$ cat config.mk
export PLATFORM = sky130hd
export DESIGN_NAME = lsport_requester
export DESIGN_NICKNAME = d
export VERILOG_FILES = /design/src/rtl/lsreq_pkg.sv /design/src/rtl/lsreq_cmd_reg.sv /design/src/rtl/lsreq_fsm.sv /design/src/rtl/lsreq_ldcap.sv /design/src/rtl/lsport_requester.sv
export SDC_FILE = /design/constraint.sdc
export NUM_CORES = 1
export LEC_CHECK = 0
export CORE_AREA = 3 3 144 146
export DETAILED_ROUTE_END_ITERATION = 12
export DIE_AREA = 0 0 147 149
export GPL_TIMING_DRIVEN = 1
export PLACE_DENSITY = 0.83
export SETUP_SLACK_MARGIN = 0.5
export SKIP_CTS_REPAIR_TIMING = 1
export SYNTH_ARGS = -nofsm -noshare
export SYNTH_HDL_FRONTEND = slang
export SYNTH_SLANG_ARGS = --single-unit
$ cat constraint.sdc
create_clock -name clk -period 3.9 [get_ports clk]
set_clock_uncertainty 0.15 [all_clocks]
set_input_delay 0.585 -clock clk [delete_from_list [all_inputs] [get_ports clk]]
set_output_delay 0.585 -clock clk [all_outputs]
set_load 0.02 [all_outputs]
$ cat src/rtl/lsreq_pkg.sv
package lsreq_pkg;
  typedef enum logic [2:0] {
    S_IDLE     = 3'd0,
    S_REQ      = 3'd1,
    S_LD_WAIT  = 3'd2,
    S_ST_SEND  = 3'd3,
    S_ST_DRAIN = 3'd4,
    S_DONE     = 3'd5,
    S_ERR      = 3'd6
  } lsreq_state_e;
endpackage

$ cat src/rtl/lsreq_cmd_reg.sv
module lsreq_cmd_reg #(
  parameter int AW = 48,
  parameter int LW = 4,
  parameter int DW = 64
) (
  input  logic          clk,
  input  logic          rst_n,
  input  logic          load,
  input  logic          in_is_st,
  input  logic [AW-1:0] in_addr,
  input  logic [LW-1:0] in_len,
  input  logic [DW-1:0] in_wdata,
  output logic          q_is_st,
  output logic [AW-1:0] q_addr,
  output logic [LW-1:0] q_len,
  output logic [DW-1:0] q_wdata
);
  always_ff @(posedge clk or negedge rst_n) begin
    if (!rst_n) begin
      q_is_st <= 1'b0;
      q_addr  <= '0;
      q_len   <= '0;
      q_wdata <= '0;
    end else if (load) begin
      q_is_st <= in_is_st;
      q_addr  <= in_addr;
      q_len   <= in_len;
      q_wdata <= in_wdata;
    end
  end
endmodule

$ cat src/rtl/lsreq_fsm.sv
module lsreq_fsm
  import lsreq_pkg::*;
(
  input  logic clk,
  input  logic rst_n,
  input  logic kill,
  input  logic cmd_valid,
  input  logic is_st,
  input  logic busy,
  input  logic addr_ack,
  input  logic addr_exc,
  input  logic ld_vld,
  output logic cmd_ready,
  output logic cmd_take,
  output logic ld_req,
  output logic st_req,
  output logic addr_vld,
  output logic wdata_vld,
  output logic cap_en,
  output logic done,
  output logic err
);
  lsreq_state_e state_q, state_d;

  always_ff @(posedge clk or negedge rst_n) begin
    if (!rst_n) state_q <= S_IDLE;
    else        state_q <= state_d;
  end

  logic in_flight;
  assign in_flight = (state_q == S_REQ) || (state_q == S_LD_WAIT) ||
                     (state_q == S_ST_SEND) || (state_q == S_ST_DRAIN);

  assign cmd_ready = (state_q == S_IDLE) && !busy;
  assign cmd_take  = cmd_ready && cmd_valid && !kill;
  assign addr_vld  = in_flight;
  assign ld_req    = in_flight && !is_st;
  assign st_req    = in_flight && is_st;
  assign wdata_vld = (state_q == S_ST_SEND);
  assign cap_en    = (state_q == S_LD_WAIT) && ld_vld;
  assign done      = (state_q == S_DONE);
  assign err       = (state_q == S_ERR);

  always_comb begin
    state_d = state_q;
    unique case (state_q)
      S_IDLE:     if (cmd_take) state_d = S_REQ;
      S_REQ: begin
        if (addr_exc)      state_d = S_ERR;
        else if (addr_ack) state_d = is_st ? S_ST_SEND : S_LD_WAIT;
      end
      S_LD_WAIT:  if (ld_vld) state_d = S_DONE;
      S_ST_SEND:  state_d = S_ST_DRAIN;
      S_ST_DRAIN: if (!busy) state_d = S_DONE;
      S_DONE:     state_d = S_IDLE;
      S_ERR:      state_d = S_IDLE;
      default:    state_d = S_IDLE;
    endcase
    if (kill) state_d = S_IDLE;
  end
endmodule

$ cat src/rtl/lsreq_ldcap.sv
module lsreq_ldcap #(
  parameter int DW = 64
) (
  input  logic          clk,
  input  logic          rst_n,
  input  logic          cap_en,
  input  logic [DW-1:0] din,
  output logic [DW-1:0] dout
);
  always_ff @(posedge clk or negedge rst_n) begin
    if (!rst_n)      dout <= '0;
    else if (cap_en) dout <= din;
  end
endmodule

$ cat src/rtl/lsport_requester.sv
module lsport_requester #(
  parameter int AW = 48,
  parameter int LW = 4,
  parameter int DW = 64
) (
  input  logic          clk,
  input  logic          rst_n,
  input  logic          cmd_valid,
  output logic          cmd_ready,
  input  logic          cmd_is_store,
  input  logic [AW-1:0] cmd_addr,
  input  logic [LW-1:0] cmd_len,
  input  logic [DW-1:0] cmd_wdata,
  input  logic          abort,
  output logic          rsp_done,
  output logic          rsp_err,
  output logic [DW-1:0] rsp_rdata,
  output logic          prt_ld_req,
  output logic          prt_st_req,
  output logic [LW-1:0] prt_len,
  output logic [AW-1:0] prt_addr,
  output logic          prt_addr_vld,
  output logic [DW-1:0] prt_wdata,
  output logic          prt_wdata_vld,
  output logic          prt_kill,
  input  logic          prt_busy,
  input  logic          prt_addr_ack,
  input  logic          prt_addr_exc,
  input  logic          prt_ld_vld,
  input  logic [DW-1:0] prt_rdata
);
  logic take, is_st_q, cap_en;

  assign prt_kill = abort;

  lsreq_cmd_reg #(.AW(AW), .LW(LW), .DW(DW)) u_cmd (
    .clk      (clk),
    .rst_n    (rst_n),
    .load     (take),
    .in_is_st (cmd_is_store),
    .in_addr  (cmd_addr),
    .in_len   (cmd_len),
    .in_wdata (cmd_wdata),
    .q_is_st  (is_st_q),
    .q_addr   (prt_addr),
    .q_len    (prt_len),
    .q_wdata  (prt_wdata)
  );

  lsreq_fsm u_fsm (
    .clk       (clk),
    .rst_n     (rst_n),
    .kill      (abort),
    .cmd_valid (cmd_valid),
    .is_st     (is_st_q),
    .busy      (prt_busy),
    .addr_ack  (prt_addr_ack),
    .addr_exc  (prt_addr_exc),
    .ld_vld    (prt_ld_vld),
    .cmd_ready (cmd_ready),
    .cmd_take  (take),
    .ld_req    (prt_ld_req),
    .st_req    (prt_st_req),
    .addr_vld  (prt_addr_vld),
    .wdata_vld (prt_wdata_vld),
    .cap_en    (cap_en),
    .done      (rsp_done),
    .err       (rsp_err)
  );

  lsreq_ldcap #(.DW(DW)) u_cap (
    .clk    (clk),
    .rst_n  (rst_n),
    .cap_en (cap_en),
    .din    (prt_rdata),
    .dout   (rsp_rdata)
  );
endmodule

==> summary.txt <==
Global route
  – First-pass GRT wire length: between 30 and 40 mm
  – Largest net degree at the start of global routing: between 70 and 80
  – Vias in the first global route: roughly 5400
  – All-Layer GR Usage: 0.182
  – Initial antenna violation count: 0
  – Grt total ovfl: 0

Die
  – Core region area: a little under 20000 µm²
  – Row count: roughly 50
  – Die Span Y: roughly 150 µm
  – Initial core utilization: 0.380
  – Die W: 147 µm
  – Area of the die: between 20000 and 25000 µm²
  – Boundary Pins: between 300 and 400

Cells and area
  – Synthesis-to-layout area growth: 61.0%
  – N_diodes: 0
  – Fin cells: approximately 1100
  – Final net count: ~990
  – Ratio of cells with drive above 1 in the final layout: 0.279

Clocking
  – TritonCTS Buffers: 17
  – Maximum buffer depth of the clock tree: 2
  – CTS root buffer: clkbuf_16
  – CTS Sinks: 184
  – H-tree Lvls: 4
  – Clock-pin transition on the worst setup and hold timing paths: 70 ps
  – Skew-Pair Late Insertion Delay: about 410 ps
  – TritonCTS clock tree: done

Power and ir drop
  – Peak supply drop: about 0.43 mV
  – P per Cell Area: just over 800 nW/µm²
  – Leak Pwr: between 5 and 6 nW

Worst hold path
  – Worst min path class: in -> async

Synth
  – Netlist Area Pre-Place: 7430 µm²
  – Syn Inst Count: approximately 420
  – Yosys top cell by area: dfrtp_1
  – Post-synth top area share: 0.620
  – Post-synth top flop: dfrtp_1
  – Yosys Warn Count: 0
  – Synth area leaders: dfrtp_1 (62%), mux2_4 (18%), mux2_2 (14%), buf_12 (1.6%), buf_6 (0.76%)
  – #FFs+latches synth: 184
  – Number of distinct library cells after synthesis: 27
  – Number of synthesized flops with an enable pin: 0
  – Register area share after synthesis: 0.620
  – Synthesized Nets: between 600 and 700
  – Ys async rst share: 1.00
  – Syn Area/Cell: about 18 µm²

STA
  – Relative slew slack: 0.523
  – Hold Fails Final Rpt: 0
  – F_max: approximately 0.34 GHz
  – RSZ-0062 raised after global routing: false
  – Final Slew Violations: 0
  – Final setup fails: 0
  – Final Critical Period: between 2000 and 3000 ps
  – Slew @ Worst Pin: between 700 and 800 ps
  – Tcrit/Tclk final: 0.764
  – Setup TNS: 0 ps

Setup path
  – Critical-path maximum fanout: 11
  – Crit-path max cell delay: 630 ps
  – WP data required: approximately 3200 ps
  – Classification of the worst setup path: reg -> out
  – Delay-heaviest family, CP: buffers and inverters
  – Critical-path cell list: nor2_2 -> xnor2_1 -> nor2b_1 -> clkdlybuf4s50_1
  – Crit. End Element: primary output
  – Buffers & Inverters on Critical Path: 1
  – Worst setup SP type: flip-flop
  – Critical Path AT: 2240 ps
  – Slowest CP cell: clkdlybuf4s50_1

Drt
  – Post-route ant nets: 0
  – Post-DR vias/cell: about 4.6
  – DRC violations left: 0
  – Via count: just under 5000
  – Initial DRC count: ~130
  – Wire per inst: 18.6 µm
  – Detailed-route wire length: 20.0 mm
  – Number of iterations in the first detailed-routing pass: 4

Placement
  – GPL Wtd Cong: around 0.80
  – DP HPWL: 15.3 mm
  – Placed Cells: roughly 1000
  – IO Port Bufs: 376

Outcome
  – Outcome: finished clean

Flow run
  – Max-Cap Viols: 0
## through the flow
stage	cell area [µm²]	worst slack [ps]	utilization	hold slack, ps	power, mW
after CTS	12000	829	0.612	56.2	10.1
final	12000	920	0.612	28.8	9.95
after global routing	12000	760	0.612	76.0	10.4
after detailed placement	11400	981	0.584	341	8.37
after floorplan	7430	1760	-	139	5.85
after global placement	11400	1020	0.584	337	8.27
## registers in the layout, indices dropped and copies added (netlist names)
signal / flops
u_cmd.q_len: 4
u_cmd.q_wdata: 64
u_cmd.q_is_st: 1
u_cap.dout: 64
u_cmd.q_addr: 48
u_fsm.state_q: 3
## logic make-up after synthesis
logic type             count (synthesis)  synth area share
buffers and inverters                 24            0.0330
AO/OA/AOI/OAI                          8           0.00725
XOR/XNOR                               1           0.00118
multiplexers                         181             0.320
flip-flops                           184             0.620
AND/OR/NAND/NOR                       18            0.0187
## layout by cell type, fill, tap and decap left out, types with 2 or more instances in the layout
cell / instances
clkdlybuf4s50_1: 375
dfrtp_1: 184
mux2_2: 91
mux2_4: 90
clkbuf_16: 17
buf_4: 6
clkinvlp_4: 4
inv_6: 4
buf_12: 4
inv_8: 3
and3b_1: 2
nor2_2: 2
nor2b_1: 2
and2_1: 2
o21ai_0: 2
nor4b_1: 2
a211oi_1: 2
nand2_1: 2
clkbuf_1: 2
## final timing paths
kind / from / end / slack (ps) / cells past startpoint
max in group asynchronous: rst_n / u_cap.dout[14] / 2650 / 2
worst max register to register: u_fsm.state_q[2] / u_cmd.q_wdata[53] / 1450 / 4
min in group clk: u_cmd.q_wdata[6] / u_cmd.q_wdata[6] / 350 / 1
worst max-delay path: u_fsm.state_q[0] / prt_ld_req / 920 / 4
worst min register to register: u_cmd.q_wdata[6] / u_cmd.q_wdata[6] / 350 / 1
worst min-delay path: rst_n / u_cap.dout[36] / 30 / 1
## layout make-up
class                   instances  area [µm²]
fillers                      1553        7570
flip-flops and latches        184        4600
repair buffers                386        3890
multi-input cells             208        2580
clock buffers                  20         447
well taps                     265         332
clock inverters                12         108
## layer usage
layer | up-vias | share of wire | routed length (µm) | GRT usage
met5 | - | 0 | 0 | 0
met4 | 0 | 0.019 | 371 | 0.0564
met3 | 22 | 0.097 | 1950 | 0.0760
met2 | 231 | 0.51 | 10300 | 0.317
met1 | 2418 | 0.37 | 7440 | 0.205
li1 | 2225 | - | - | -
## synthesized netlist by cell type, types with 2 or more instances
master,instances
nor2b_1,2
a211oi_1,2
mux2_4,90
buf_12,6
o21ai_0,2
and3b_1,2
buf_6,5
and2_1,2
nand2_1,2
mux2_2,91
nor2_2,2
buf_4,2
nor4b_1,2
buf_2,10
dfrtp_1,184
## power breakdown
part           switching (mW)  internal, mW  total [mW]  leakage, nW
registers               0.539          2.85        3.39         2.22
clock network           0.779         0.857        1.64        0.260
logic                    2.14          2.78        4.92         2.69
Note: power is estimated with default switching activity, not from simulation.
